File: src/rtl/serprog_pkg.sv
package serprog_pkg;

  localparam int CMD_BITS   = 6;
  localparam int FRAME_BITS = 16;
  localparam int WORD_BITS  = 14;
  localparam int EE_BITS    = 8;

  localparam logic [3:0] OP_LOAD_CFG  = 4'h0;
  localparam logic [3:0] OP_LOAD_PGM  = 4'h2;
  localparam logic [3:0] OP_LOAD_EE   = 4'h3;
  localparam logic [3:0] OP_READ_PGM  = 4'h4;
  localparam logic [3:0] OP_READ_EE   = 4'h5;
  localparam logic [3:0] OP_BEGIN     = 4'h8;
  localparam logic [3:0] OP_ERASE_PGM = 4'h9;
  localparam logic [3:0] OP_ERASE_EE  = 4'hB;

  typedef enum logic [2:0] {
    ST_IDLE,
    ST_CMD,
    ST_GAP,
    ST_DATA,
    ST_WAIT
  } seqState_t;

  typedef struct packed {
    logic clkLevel;
    logic loadCmd;
    logic loadFrame;
    logic shiftBit;
    logic sampleBit;
    logic releaseData;
    logic captureRead;
    logic narrowData;
  } dpCtl_t;

endpackage

File: src/rtl/serprog_ctrl.sv
module serprog_ctrl
  import serprog_pkg::*;
#(
  parameter int HALF_CYC       = 6,
  parameter int GAP_CYC        = 50,
  parameter int PGM_WAIT_CYC   = 125000,
  parameter int EE_WAIT_CYC    = 300000,
  parameter int ERASE_WAIT_CYC = 300000
) (
  input  logic       clk,
  input  logic       rstN,
  input  logic       startIn,
  input  logic [3:0] opIn,
  output logic       busyOut,
  output logic       doneOut,
  output dpCtl_t     ctl
);

  localparam int MAX_A   = (PGM_WAIT_CYC > EE_WAIT_CYC) ? PGM_WAIT_CYC : EE_WAIT_CYC;
  localparam int MAX_B   = (ERASE_WAIT_CYC > MAX_A) ? ERASE_WAIT_CYC : MAX_A;
  localparam int MAX_C   = (GAP_CYC > MAX_B) ? GAP_CYC : MAX_B;
  localparam int MAX_ALL = (HALF_CYC > MAX_C) ? HALF_CYC : MAX_C;
  localparam int CNT_W   = $clog2(MAX_ALL + 1);
  localparam int BIT_W   = $clog2(FRAME_BITS + 1);

  localparam logic [CNT_W-1:0] HALF_END  = CNT_W'(HALF_CYC - 1);
  localparam logic [CNT_W-1:0] GAP_END   = CNT_W'(GAP_CYC - 1);
  localparam logic [BIT_W-1:0] CMD_LAST  = BIT_W'(CMD_BITS - 1);
  localparam logic [BIT_W-1:0] FRM_LAST  = BIT_W'(FRAME_BITS - 1);

  seqState_t        state;
  logic [CNT_W-1:0] timer;
  logic [BIT_W-1:0] bitIdx;
  logic             phaseHigh;
  logic             inData;
  logic             eeLoaded;
  logic [3:0]       opReg;

  logic             hasData;
  logic             isRead;
  logic             narrow;
  logic [CNT_W-1:0] waitLen;
  logic             accept;
  logic             shifting;
  logic             halfDone;
  logic             lastBit;
  logic             bitEnd;
  logic             gapEnd;
  logic             waitEnd;
  logic             toData;
  logic             finish;

  // command classification from the latched code
  always_comb begin
    hasData = (opReg == OP_LOAD_CFG) || (opReg == OP_LOAD_PGM) ||
              (opReg == OP_LOAD_EE)  || (opReg == OP_READ_PGM) ||
              (opReg == OP_READ_EE);
    isRead  = (opReg == OP_READ_PGM) || (opReg == OP_READ_EE);
    narrow  = (opReg == OP_LOAD_EE)  || (opReg == OP_READ_EE);
    case (opReg)
      OP_BEGIN:                waitLen = eeLoaded ? CNT_W'(EE_WAIT_CYC) : CNT_W'(PGM_WAIT_CYC);
      OP_ERASE_PGM, OP_ERASE_EE: waitLen = CNT_W'(ERASE_WAIT_CYC);
      default:                 waitLen = '0;
    endcase
  end

  always_comb begin
    accept   = startIn && (state == ST_IDLE);
    shifting = (state == ST_CMD) || (state == ST_DATA);
    halfDone = (timer == HALF_END);
    lastBit  = (state == ST_CMD) ? (bitIdx == CMD_LAST) : (bitIdx == FRM_LAST);
    bitEnd   = shifting && !phaseHigh && halfDone;
    gapEnd   = (state == ST_GAP) && (timer == GAP_END);
    waitEnd  = (state == ST_WAIT) && (timer == waitLen - CNT_W'(1));
    toData   = hasData && !inData;
    finish   = (gapEnd && !toData && (waitLen == '0)) || waitEnd;
  end

  // strobes towards the datapath
  always_comb begin
    ctl.clkLevel    = shifting && phaseHigh;
    ctl.loadCmd     = accept;
    ctl.loadFrame   = (state == ST_CMD) && bitEnd && lastBit && hasData;
    ctl.shiftBit    = bitEnd && !lastBit;
    ctl.sampleBit   = (state == ST_DATA) && isRead && phaseHigh && halfDone &&
                      (bitIdx != '0) && (bitIdx != FRM_LAST);
    ctl.releaseData = (state == ST_DATA) && isRead;
    ctl.captureRead = finish && isRead;
    ctl.narrowData  = narrow;
  end

  assign busyOut = (state != ST_IDLE);

  always_ff @(posedge clk) begin
    if (!rstN) begin
      state     <= ST_IDLE;
      timer     <= '0;
      bitIdx    <= '0;
      phaseHigh <= 1'b0;
      inData    <= 1'b0;
      eeLoaded  <= 1'b0;
      opReg     <= '0;
      doneOut   <= 1'b0;
    end else begin
      doneOut <= finish;
      case (state)
        ST_IDLE: begin
          if (startIn) begin
            opReg     <= opIn;
            state     <= ST_CMD;
            timer     <= '0;
            bitIdx    <= '0;
            phaseHigh <= 1'b1;
            inData    <= 1'b0;
            if (opIn == OP_LOAD_EE) begin
              eeLoaded <= 1'b1;
            end else if ((opIn == OP_LOAD_PGM) || (opIn == OP_LOAD_CFG)) begin
              eeLoaded <= 1'b0;
            end
          end
        end
        ST_CMD, ST_DATA: begin
          if (halfDone) begin
            timer <= '0;
            if (phaseHigh) begin
              phaseHigh <= 1'b0;
            end else if (lastBit) begin
              state <= ST_GAP;
            end else begin
              bitIdx    <= bitIdx + BIT_W'(1);
              phaseHigh <= 1'b1;
            end
          end else begin
            timer <= timer + CNT_W'(1);
          end
        end
        ST_GAP: begin
          if (gapEnd) begin
            timer <= '0;
            if (toData) begin
              state     <= ST_DATA;
              inData    <= 1'b1;
              bitIdx    <= '0;
              phaseHigh <= 1'b1;
            end else if (waitLen == '0) begin
              state <= ST_IDLE;
            end else begin
              state <= ST_WAIT;
            end
          end else begin
            timer <= timer + CNT_W'(1);
          end
        end
        ST_WAIT: begin
          if (waitEnd) begin
            state <= ST_IDLE;
            timer <= '0;
          end else begin
            timer <= timer + CNT_W'(1);
          end
        end
        default: state <= ST_IDLE;
      endcase
    end
  end

  assert_done_single_R12: assert property (@(posedge clk) disable iff (!rstN)
    doneOut |=> !doneOut);

  assert_done_ends_busy_R10: assert property (@(posedge clk) disable iff (!rstN)
    doneOut |-> (!busyOut && $past(busyOut)));

endmodule

File: src/rtl/serprog_dp.sv
module serprog_dp
  import serprog_pkg::*;
(
  input  logic                 clk,
  input  logic                 rstN,
  input  dpCtl_t               ctl,
  input  logic [CMD_BITS-1:0]  cmdIn,
  input  logic [WORD_BITS-1:0] wordIn,
  input  logic                 progDataIn,
  output logic                 progClk,
  output logic                 progDataOut,
  output logic                 progDataOe,
  output logic [WORD_BITS-1:0] rdWord
);

  localparam int PAD_BITS = FRAME_BITS - CMD_BITS;
  localparam int EE_PAD   = WORD_BITS - EE_BITS;

  logic [FRAME_BITS-1:0] txShift;
  logic [WORD_BITS-1:0]  wordHold;
  logic [WORD_BITS-1:0]  rxShift;
  logic [WORD_BITS-1:0]  framedWord;

  always_comb begin
    framedWord = ctl.narrowData ? {{EE_PAD{1'b0}}, wordHold[EE_BITS-1:0]} : wordHold;
  end

  always_ff @(posedge clk) begin
    if (!rstN) begin
      txShift     <= '0;
      wordHold    <= '0;
      rxShift     <= '0;
      rdWord      <= '0;
      progClk     <= 1'b0;
      progDataOut <= 1'b0;
      progDataOe  <= 1'b1;
    end else begin
      if (ctl.loadCmd) begin
        txShift  <= {{PAD_BITS{1'b0}}, cmdIn};
        wordHold <= wordIn;
      end else if (ctl.loadFrame) begin
        txShift <= {1'b0, framedWord, 1'b0};
      end else if (ctl.shiftBit) begin
        txShift <= {1'b0, txShift[FRAME_BITS-1:1]};
      end
      if (ctl.sampleBit) begin
        rxShift <= {progDataIn, rxShift[WORD_BITS-1:1]};
      end
      if (ctl.captureRead) begin
        rdWord <= ctl.narrowData ? {{EE_PAD{1'b0}}, rxShift[EE_BITS-1:0]} : rxShift;
      end
      // pins share one register stage so clock, data and enable stay aligned
      progClk     <= ctl.clkLevel;
      progDataOut <= txShift[0];
      progDataOe  <= !ctl.releaseData;
    end
  end

  assert_data_steady_R2: assert property (@(posedge clk) disable iff (!rstN)
    (progClk && $past(progClk)) |-> $stable(progDataOut));

  assert_release_on_rise_R5: assert property (@(posedge clk) disable iff (!rstN)
    $fell(progDataOe) |-> $rose(progClk));

endmodule

File: src/rtl/serprog_host.sv
module serprog_host
  import serprog_pkg::*;
#(
  parameter int HALF_CYC       = 6,
  parameter int GAP_CYC        = 50,
  parameter int PGM_WAIT_CYC   = 125000,
  parameter int EE_WAIT_CYC    = 300000,
  parameter int ERASE_WAIT_CYC = 300000
) (
  input  logic        clk,
  input  logic        rstN,
  input  logic        startIn,
  input  logic [5:0]  cmdIn,
  input  logic [13:0] wordIn,
  output logic        busyOut,
  output logic        doneOut,
  output logic [13:0] rdWord,
  output logic        progClk,
  output logic        progDataOut,
  output logic        progDataOe,
  input  logic        progDataIn
);

  dpCtl_t ctl;

  serprog_ctrl #(
    .HALF_CYC      (HALF_CYC),
    .GAP_CYC       (GAP_CYC),
    .PGM_WAIT_CYC  (PGM_WAIT_CYC),
    .EE_WAIT_CYC   (EE_WAIT_CYC),
    .ERASE_WAIT_CYC(ERASE_WAIT_CYC)
  ) u_ctrl (
    .clk    (clk),
    .rstN   (rstN),
    .startIn(startIn),
    .opIn   (cmdIn[3:0]),
    .busyOut(busyOut),
    .doneOut(doneOut),
    .ctl    (ctl)
  );

  serprog_dp u_dp (
    .clk        (clk),
    .rstN       (rstN),
    .ctl        (ctl),
    .cmdIn      (cmdIn),
    .wordIn     (wordIn),
    .progDataIn (progDataIn),
    .progClk    (progClk),
    .progDataOut(progDataOut),
    .progDataOe (progDataOe),
    .rdWord     (rdWord)
  );

  assert_clk_only_busy_R10: assert property (@(posedge clk) disable iff (!rstN)
    $rose(progClk) |-> busyOut);

endmodule

File: config.mk
export PLATFORM = sky130hd
export DESIGN_NAME = serprog_host
export DESIGN_NICKNAME = d
export VERILOG_FILES = /design/src/rtl/serprog_pkg.sv /design/src/rtl/serprog_ctrl.sv /design/src/rtl/serprog_dp.sv /design/src/rtl/serprog_host.sv
export SDC_FILE = /design/constraint.sdc
export NUM_CORES = 1
export LEC_CHECK = 0
export ABC_AREA = 1
export BUFFER_PORTS_ARGS = -buffer_cell sky130_fd_sc_hd__buf_2
export CORE_ASPECT_RATIO = 0.9
export CORE_MARGIN = 5
export CORE_UTILIZATION = 52
export DETAILED_ROUTE_END_ITERATION = 7
export HOLD_SLACK_MARGIN = 0.05
export MAX_ROUTING_LAYER = met4
export PLACE_DENSITY = 0.82
export RECOVER_POWER = 100
export SETUP_SLACK_MARGIN = 0.5
export SYNTH_ARGS = -nofsm -noshare
export SYNTH_HDL_FRONTEND = slang
export SYNTH_SLANG_ARGS = --single-unit
export TNS_END_PERCENT = 30
File: constraint.sdc
create_clock -name clk -period 2.45 [get_ports clk]
set_input_delay 0.49 -clock clk [delete_from_list [all_inputs] [get_ports clk]]
set_output_delay 0.49 -clock clk [all_outputs]
set_load 0.05 [all_outputs]
Yosys cells after proc, flatten, opt, wreduce, memory -nomap -nowiden
Index checks and enable logic that the tools add are counted.
{ "word_totals": {"regBits": 95, "latchBits": 0, "ramBits": 0, "rom_bits": 0, "inputBits": 24, "memories": 0} }
{ "classes": {"n_addsub": 3, "n_mul": 0, "div_mod_pow": 0, "order_cmp": 0, "n_eq_ne": 27, "shift": 0, "muxes": 40, "bitwise": 1, "reduce_logical": 55} }
{ "ops": {"columns": ["operator", "n"], "rows": [
  ["$mux 19", 5],
  ["$pmux 19 s4", 1],
  ["$pmux 19 s2", 1],
  ["$mux 15", 2],
  ["$mux 5", 6],
  ["$mux 14", 2],
  ["$mux 3", 8],
  ["$add 19x1->19 const B", 1],
  ["$eq 19x19->1", 1],
  ["$eq 19x3->1 const B", 1],
  ["$eq 19x6->1 const B", 1],
  ["$logic_and 1x1->1", 19],
  ["$logic_not 19->1", 1],
  ["$sub 19x1->19 const B", 1],
  ["$eq 4x2->1 const B", 4],
  ["$pmux 5 s3", 1],
  ["$eq 4x4->1 const B", 3],
  ["$pmux 3 s4", 1],
  ["$mux 1", 10],
  ["$ne 2x1->1 const B", 5],
  ["$logic_or 1x1->1", 9],
  ["$reduce_bool 3->1", 3],
  ["$eq 4x3->1 const B", 2],
  ["$logic_not 4->1", 2],
  ["other kinds (24)", 36]
]} }

Longest topological paths before layout
Gate-level depths: netlist of run 1.
{ "logic_depth": {"word_depth": 11, "ltp_mapped": 20, "ltp_nobuf": 20} }

By module
A second synthesis of run 1 with hierarchy kept.
{ "hier_totals": {"hier_cells": 734, "area_unflattened_um2": 4909.7} }
{ "by_module_without_submodules": {"columns": ["module", "n_inst", "cells_each", "area_each_um2", "seq_area_each_um2"], "rows": [
  ["serprog_ctrl", 1, 420, 2610.0, 700.7],
  ["serprog_dp", 1, 314, 2299.7, 1201.2]
]} }

Least setup slack after synthesis of run 1
OpenSTA, ideal clock, no wires.
{ "synth_timing": {"kind": "register -> register", "startpoint": "register u_ctrl.opReg[3]", "endpoint": "register u_dp.rdWord[10]", "t_arrival_ns": 2.051, "required_ns": 2.333, "slack_ns": 0.283, "path_stages_with_launch": 19, "n_path_buf": 1, "path_cell_list": "dfxtp_1 > inv_1 > nor2_2 > nand2_1 > nand2_1 > nand2_1 > ha_1 > xnor2_1 > nor2_1 > nand2_1 > nor2_1 > nand2_1 > nor2_1 > nand3_1 > nand2_2 > buf_6 > nand3_1 > nand2_1 > nor2_1"} }
{ "synth_via": {"elab_chain_cells": 11, "elab_cells_between_ends": 27, "cone_classes": "add/sub: 1; eq/ne: 8; mux: 2; reduce/logical: 16"} }
{ "synth_lines": {"columns": ["element", "line", "text"], "rows": [
  ["from (decl)", "serprog_ctrl.sv:37", "logic [3:0] opReg;"],
  ["from (signal assigned)", "serprog_ctrl.sv:109", "opReg <= opIn;"],
  ["branches (longest 11 deep; another with $sub 19x1->19)", null, null],
  ["to (signal assigned)", "serprog_dp.sv:50", "rdWord <= ctl.narrowData ? {{EE_PAD{1'b0}}, rxShift[EE_BITS-1:0]} : rxShift;"],
  ["to (decl)", "serprog_dp.sv:13", "output logic [WORD_BITS-1:0] rdWord"]
]} }
Several ways; the timed one is not identified.
A chain may end at the register's enable or synchronous reset.

Worst setup path in the final report of run 1
{ "layout_timing": {"startpoint": "register u_ctrl.opReg[3]", "endpoint": "register u_ctrl.timer[4]"} }
{ "layout_via": {"elab_chain_cells": 8, "elab_cells_between_ends": 10, "cone_classes": "add/sub: 1; eq/ne: 4; mux: 3; reduce/logical: 2"} }
{ "layout_lines": {"columns": ["element", "line", "text"], "rows": [
  ["$eq 4x4->1", "serprog_ctrl.sv:60", "case (opReg)"],
  ["$reduce_or 2->1", "serprog_ctrl.sv:60", null],
  ["$pmux 19 s2 *", "serprog_ctrl.sv:60", null],
  ["$sub 19x1->19 *", "serprog_ctrl.sv:74", "waitEnd = (state == ST_WAIT) && (timer == waitLen - CNT_W'(1));"],
  ["$eq 19x19->1 *", "serprog_ctrl.sv:74", null],
  ["$logic_and 1x1->1 *", "serprog_ctrl.sv:74", null],
  ["$mux 19 *", "serprog_ctrl.sv:155", "if (waitEnd) begin"],
  ["$pmux 19 s4 *", "serprog_ctrl.sv:106", "case (state)"],
  ["to (signal assigned)", "serprog_ctrl.sv:134", "timer <= timer + CNT_W'(1);"],
  ["to (signal assigned)", "serprog_ctrl.sv:151", "timer <= timer + CNT_W'(1);"],
  ["to (signal assigned)", "serprog_ctrl.sv:159", "timer <= timer + CNT_W'(1);"],
  ["to (decl)", "serprog_ctrl.sv:32", "logic [CNT_W-1:0] timer;"]
]} }
Every way passes the cells marked *; elsewhere a longest branch is shown, timed or not.

==> results of run 1 <==
## area by class of cell
type,count,share of cell area [%]
clock buffer,9,2.04
clock inverter,6,1.90
inverter,99,6.45
multi-input combinational,494,44.9
sequential,95,31.8
tap,122,2.51
timing repair buffer,82,10.4
## metal layers
| layer | GRT usage (%) | routed length (um) |
|---|---|---|
| met4 | 5.99 | 392 |
| met2 | 36.6 | 6310 |
| met1 | 27.6 | 5420 |
| met3 | 4.48 | 1050 |
| met5 | - | 0 |
## cell usage in the layout (no fill, tap or decap), types with 14 or more instances in the layout
master	count
a21oi_1	69
buf_2	42
buf_4	28
dfxtp_1	80
inv_1	82
nand2_1	143
nand2_2	15
nand3_1	44
nor2_1	65
nor2_2	14
o21ai_0	33
## registers in the layout (all words and copies together) (netlist names)
register / cells
u_dp.progDataOe: 1
u_dp.txShift: 15
u_ctrl.bitIdx: 5
u_ctrl.inData: 1
u_dp.progClk: 1
u_ctrl.phaseHigh: 1
u_ctrl.timer: 19
u_dp.progDataOut: 1
u_ctrl.state: 3
u_dp.rxShift: 14
u_dp.rdWord: 14
u_ctrl.doneOut: 1
u_dp.wordHold: 14
u_ctrl.eeLoaded: 1
u_ctrl.opReg: 4
## final timing paths
kind	start	endpoint	cells after the start
worst max-delay path	u_ctrl.opReg[3]	u_ctrl.timer[4]	18
worst min-delay path	progDataIn	u_dp.rxShift[13]	3
worst max register to register	u_ctrl.opReg[3]	u_ctrl.timer[4]	18
worst min register to register	u_dp.wordHold[13]	u_dp.wordHold[13]	2
## critical path, stage by stage (launching register included)
cell     delay [ps]
dfxtp_4         390
inv_4            40
nor2_4          130
nand2_2          80
nand2_2          60
nand2_2          80
ha_4            240
xnor2_1         110
nor2_1          100
nand2_1          80
nor2_2          120
buf_4           120
nand4_1         100
nand2_1         190
nand2_4         170
nand2_1          90
o21ai_0          80
nand2_1          60
inv_1            40
## power groups by stage
| stage | Combinational, uW | Clock, uW | Sequential [uW] |
|---|---|---|---|
| floorplan | 1270 | 0 | 1870 |
| global placement | 1570 | 0 | 1880 |
| detailed placement | 1630 | 0 | 1890 |
| CTS | 1670 | 1260 | 1860 |
| global route | 2110 | 1330 | 1900 |
| finish | 1920 | 1250 | 1890 |
## repair_timing
item / in CTS / in global routing
endpoints found under the hold margin: 0 / 0
gates resized for setup: 14 / 102
setup endpoints to repair: 61 / 77
gates cloned: 2 / 2
pin swaps: 12 / 42
setup buffers: 8 / 18
## cells by family after synthesis
family | share of synthesized area, %
compound gates | 16.1
xor+xnor | 1.99
fa+ha+maj | 1.55
buf+inv | 10.8
flops | 39.3
simple gates | 30.3
## stage by stage
stage / util (%) / TNS (ps) / setup WS, ps / power, uW
after floorplan: - / 0 / 298 / 3140
after global placement: 56.6 / 0 / 177 / 3450
after detailed placement: 56.6 / 0 / 77.7 / 3510
after CTS: 61.3 / 0 / 127 / 4780
after global routing: 66.5 / -507 / -70.0 / 5350
final: 66.5 / 0 / 64.2 / 5050
==> summary by stage, run 1 <==
Status
The run finished with clean final reports.

Clocking
Buffers inserted to repair hold after CTS numbered 0. Counting the buffers created by CTS gives 9. For this design, the sink count on the clock tree is 95.

The clock passes through at most 2 buffers. The insertion delay of the later-clocked pin in the worst-skew pair is 370 ps. The cell at the root of the clock tree is clkbuf_8. The H-tree level count is 3. The clock tree from TritonCTS is yes. The clock transition at the register clock pins on the worst setup and hold paths after CTS is ~100 ps.

Power and ir drop
In this run, the combinational gates consume 38.0% of the power. In this run switching power makes up 40.3% of total power. Dividing total power by cell area gives a power density of 832 nW/um^2. The analysis attributes to net switching a power of 2040 uW. For this design the static power due to leakage is 0.00258 uW. The fraction of power consumed by the clock network is about 25%.

The maximum vdd ir drop is 595 uV. In this run, flip-flops and latches consume 37.4% of the power. The internal power is 3020 uW.

STA
The actual transition at the worst max-transition pin is 401 ps. Between clock sinks in the finished design, the worst skew comes to 11.0 ps. The max-slew violation total from the final report is 0.

The hold violation count in the final report came to 0. The post-route minimum period is 2390 ps. The final setup violation count is 0.

Setup repair after global routing could not meet its margin everywhere. Hold timing on the final database bottoms out at a slack of 359 ps. The fmax is 419 MHz. The post-route clock period utilization is 97.4%.

The worst pin sits at a relative slew slack of 73.3%.

Place
In this run the cell area measured after placement is ~5200 um^2. The detailed placement HPWL is 8.07 mm. The placer's final routability congestion estimate is 0.907. The number of cells in the design after placement is between 800 and 900.

The number of I/O port buffers is 42.

Synthesis
By count the netlist is led by 158 x nand2_1, 95 x dfxtp_1, 94 x inv_1. nand2_1 is the most common cell in the netlist. Sorting the synthesized cells by area gives the leading types as dfxtp_1 39%, nand2_1 12%, a21oi_1 8.0%.

The most used flip-flop cell after synthesis is dfxtp_1. Synthesis instantiated between 40 and 50 different standard cells from the library. The Yosys step of the flow raised 0 warnings. The post-synthesis cell type with the largest combined area is dfxtp_1. A synthesized cell averages 6.79 um^2. The portion of the post-synthesis area used by sequential elements is 39.3%. The number of synthesized register bits is 95. The total standard cell area after synthesis is 4840 um^2. The synthesized design devotes to its leading area cell type 39.3% of total area.

The share of flip-flops with an asynchronous set or reset after synthesis is 0%. The synthesized design contains 0 enable-type register cells. Counting every instance in the synthesized netlist gives 713. Counting every net in the synthesized netlist gives 743.

Layout
At the end of the flow, the number of nets in the layout was 811. From synthesis to final layout, the design area changed by 25.3%. 0 antenna diodes ended up in the layout. The multi-input combinational cell area is 2720 um^2. The filler cells instantiated in the layout total 692. For this run, the number of standard cells in the final layout without fillers is 907. The finished cells cover just over 6000 um^2. The sequential cell area in the final layout is 1930 um^2. Of the cells placed in the final design, the portion with a size suffix greater than 1 is 27.1%.

Critical path
Along the worst path, the maximum fanout reaches 19. The worst setup path is captured at a flop. For flop-to-flop paths, the worst setup slack is 60 ps. The worst setup path is launched from a flop. Data arrives at the worst endpoint at 2650 ps. The required time at the endpoint of the critical path is 2720 ps. The worst setup path is of the flop to flop kind.

Drt
The number of vias per cell is 5.55. In this run, the number of DRC markers left after iteration 0 of detailed routing was approximately 630. In this run the remaining antenna-violating nets after routing total 0. The vias after detailed routing is 5036. For this block, the routed nets add up to about 13 mm of wire. For this run, design rule violations remaining after detail routing come to 0. The number of detailed-routing iterations run before antenna repair is 7.

In the final routed layout, each cell accounts on average for 14.5 um.

Floorplan
Row generation in the floorplan step produced 33 rows. The y dimension of the die is 102 um. The total die area is between 10000 and 15000 um^2. The total area inside the core boundary comes to 9130 um^2. The starting density of the core is a little over half. The die is 112 um wide. 43 I/O pins were placed.

Global route
The number of antenna violations at the first check in global routing is 0. The number of global-route vias before repair was 4591. Global routing used approximately 22% of the available tracks. The maximum number of pins on one net before global-route repair is 31.

The total overflow reported by the global router is 0. The wire length of the first global-routing pass is 20.4 mm.

Worst hold path
The worst min-delay path class is primary input to flop.

Flow run
Across the run, the number of max-cap violations was 0.
(Power assumes the default switching activity.)
==> inputs of run 2 (changes only) <==
--- a/config.mk
+++ b/config.mk
@@ -6,6 +6,7 @@
 export NUM_CORES = 1
 export LEC_CHECK = 0
 export ABC_AREA = 1
+export ABC_CLOCK_PERIOD_IN_PS = 2450
 export BUFFER_PORTS_ARGS = -buffer_cell sky130_fd_sc_hd__buf_2
 export CORE_ASPECT_RATIO = 0.9
 export CORE_MARGIN = 5
@@ -15,6 +16,7 @@
 export MAX_ROUTING_LAYER = met4
 export PLACE_DENSITY = 0.82
 export RECOVER_POWER = 100
+export REMOVE_ABC_BUFFERS = 1
 export SETUP_SLACK_MARGIN = 0.5
 export SYNTH_ARGS = -nofsm -noshare
 export SYNTH_HDL_FRONTEND = slang
==> summary by stage, run 2 (synthesis results as in run 1) <==
Layout
The largest register by flop count is u_ctrl.timer (unchanged). The core occupancy in the finished layout is 62.8% (was 66.5%). The flip-flop count of the largest register after layout is 19 (unchanged). Highest-count cells in the layout ignoring fill and taps: 144 x nand2_1, 94 x inv_1, 92 x dfxtp_1 (was 143 x nand2_1, 82 x inv_1, 80 x dfxtp_1). The final design area excluding fillers is 5730 um^2 (was 6070 um^2).

The sequential cell area in the final layout came to 1910 um^2 (was 1930 um^2). The number of diodes is 0 (unchanged). The multi-input combinational cell area came to 2590 um^2 (was 2720 um^2). The layout net count was 804 (was 811).

The number of filler instances in the final layout is 801 (was 692). The share of cells above drive strength 1 is 18.3% (was 27.1%). The most common library cell in the layout ignoring fill and taps is nand2_1 (unchanged).

Registers with the most flip-flops: u_ctrl.timer (19), u_dp.txShift (15) (unchanged). The synthesis-to-finish area growth came to 18.4% (was 25.3%).

Drt
The starting DRC count in detailed routing is 386 (was 626). The overall routed net length is 12.7 mm (was 13.2 mm). The number of vias per cell is 5.39 (was 5.55). The number of detailed-routing iterations run before antenna repair is 5 (was 7). The post-detailed-route DRC marker count is 0 (unchanged). The average wire per standard cell is 14.1 um (was 14.5 um). The post-route antenna net violation count is 0 (unchanged). The vias after detailed routing came to 4850 (was 5036).

Place
The number of I/O port buffers is 42 (unchanged). The detailed placement HPWL was 8.52 mm (was 8.07 mm). The total cell area at the placement stage came to 5200 um^2 (was 5170 um^2). The placement-stage worst setup slack is 43.5 ps (was 77.7 ps). The placer's final routability congestion estimate is 0.956 (was 0.907).

Power and ir drop
The maximum vdd ir drop came to 574 uV (was 595 uV). The total power per unit cell area is 837 nW/um^2 (was 832 nW/um^2). The leakage power is 0.00244 uW (was 0.00258 uW).

Critical path
The critical-path maximum fanout is 6 (was 19). The worst setup path category was flop to flop (unchanged). The number of cells on the worst reg-to-reg path is 19 (was 18). The critical path startpoint is u_ctrl.opReg[3] (unchanged).

The worst-case register-to-register setup slack is 70 ps (was 60 ps). The required time at the endpoint of the critical path was 2710 ps (was 2720 ps). The beginning of the worst register-to-register path is u_ctrl.opReg[3] (unchanged). The startpoint kind of the worst setup timing path is a flop (unchanged). The critical path endpoint is u_dp.rdWord[5] (was u_ctrl.timer[4]).

The capture point of the worst reg-to-reg path is u_dp.rdWord[5] (was u_ctrl.timer[4]). The type of destination of the critical path is a flop (unchanged). The critical path arrival is 2640 ps (was 2650 ps).

Clocking
The cell at the root of the clock tree is clkbuf_8 (unchanged). The clock tree from TritonCTS is yes (unchanged). The maximum buffer depth of the clock tree is 2 (unchanged). The clock transition at the register clock pins on the worst setup and hold paths after CTS is 90 ps (was 100 ps).

The insertion delay of the later-clocked pin in the worst-skew pair came to 370 ps (about the same). The number of hold buffers added after cts is 0 (unchanged). The number of clock sinks was 95 (unchanged).

The H-tree level count was 3 (unchanged). The CTS buffer count is 9 (unchanged).

STA
The fmax is 421 MHz (was 419 MHz). The max-slew violation total from the final report is 0 (unchanged). The post-route minimum period is 2380 ps (was 2390 ps). Unrepaired setup endpoints after global routing: yes (unchanged). The post-route clock period utilization is 97.0% (was 97.4%). The actual transition at the worst max-transition pin is 652 ps (was 401 ps). The worst setup skew after layout was 7.82 ps (was 11.0 ps). The final setup slack of the worst path was 73.8 ps (was 64.2 ps). The setup TNS is 0 ps (unchanged). The hold violation count in the final report is 0 (unchanged). The final setup violation count is 0 (unchanged). The headroom to the max-slew limit is 56.7% (was 73.3%).

Floorplan
The y dimension of the die was 102 um (unchanged). The overall die width is 112 um (unchanged). The number of ports placed on the die boundary is 43 (unchanged).

The standard cell core area is 9130 um^2 (unchanged). The starting density of the core came to 53.1% (unchanged). The total die area came to 11300 um^2 (unchanged).

The floorplan row count is 33 (unchanged).

Global route
The total track usage was 22.3% (was 22.1%). The maximum number of pins on one net before global-route repair is 44 (was 31). The number of antenna violations at the first check in global routing is 0 (unchanged).

The wire length of the first global-routing pass came to 20.5 mm (was 20.4 mm). The total overflow reported by the global router came to 0 (unchanged). The number of global-route vias before repair was 4365 (was 4591).

Worst hold path
The worst min-delay path class is primary input to flop (unchanged).

Status
Run status: complete, no violations (unchanged).

Flow run
The max-cap violation count is 0 (unchanged).
[run 2: worst min-delay path by stage]
stage	start	to	slack [ps]	depth (start not counted)
2_1_floorplan	u_dp.txShift[0]	u_dp.progDataOut	410	2
3_3_place_gp	u_dp.txShift[0]	u_dp.progDataOut	420	2
3_5_place_dp	u_dp.txShift[0]	u_dp.progDataOut	420	2
4_1_cts	progDataIn	u_dp.rxShift[13]	370	3
5_1_grt	progDataIn	u_dp.rxShift[13]	400	3
6_report	progDataIn	u_dp.rxShift[13]	380	3
[run 2: repair_timing]
action,in CTS,in global routing
endpoints found under the setup margin,78,92
gates cloned,2,1
buffers inserted,5,9
resized for setup,12,48
pin swaps,5,14
[run 2: power breakdown]
group	internal [uW]	total, uW	switching, uW
Clock	418	958	540
Combinational	651	1980	1330
Sequential	1730	1860	132
Total	2800	4800	2000
[run 2: worst max-delay path: stages, from the launching register on]
cell and delay (ps):
dfxtp_4 390, inv_4 50, nor2_4 140, nand2_2 110
nand2_2 80, nand2_2 70, ha_4 220, xnor2_1 110
nor2_1 100, nand2_1 60, nor2_2 110, nand2_1 80
nor2_2 100, nand3_2 100, nand2_4 140, buf_12 120
buf_12 100, nand3_1 70, nand2_1 70, nor2_1 40
[run 2: per-stage QoR]
stage	hold slack, ps	instances	total power [uW]
after detailed placement	422	868	3560
after global routing	402	900	5100
after CTS	365	890	4530
after global placement	422	868	3490
after floorplan	408	687	3060
final	384	900	4800
[run 2: area by class of cell]
type / count / area share, %
clock buffer: 12 / 2.71
clock inverter: 3 / 0.327
inverter: 99 / 6.57
multi-input combinational: 493 / 45.2
sequential: 95 / 33.3
tap: 122 / 2.66
timing repair buffer: 76 / 9.23
[run 2: metal layers]
layer | vias up | wire length, um | global-route usage [%]
met5 | - | 0 | -
met3 | 24 | 825 | 4.72
li1 | 2425 | - | -
met1 | 2212 | 5740 | 29.2
met2 | 189 | 5930 | 35.3
met4 | 0 | 215 | 5.80
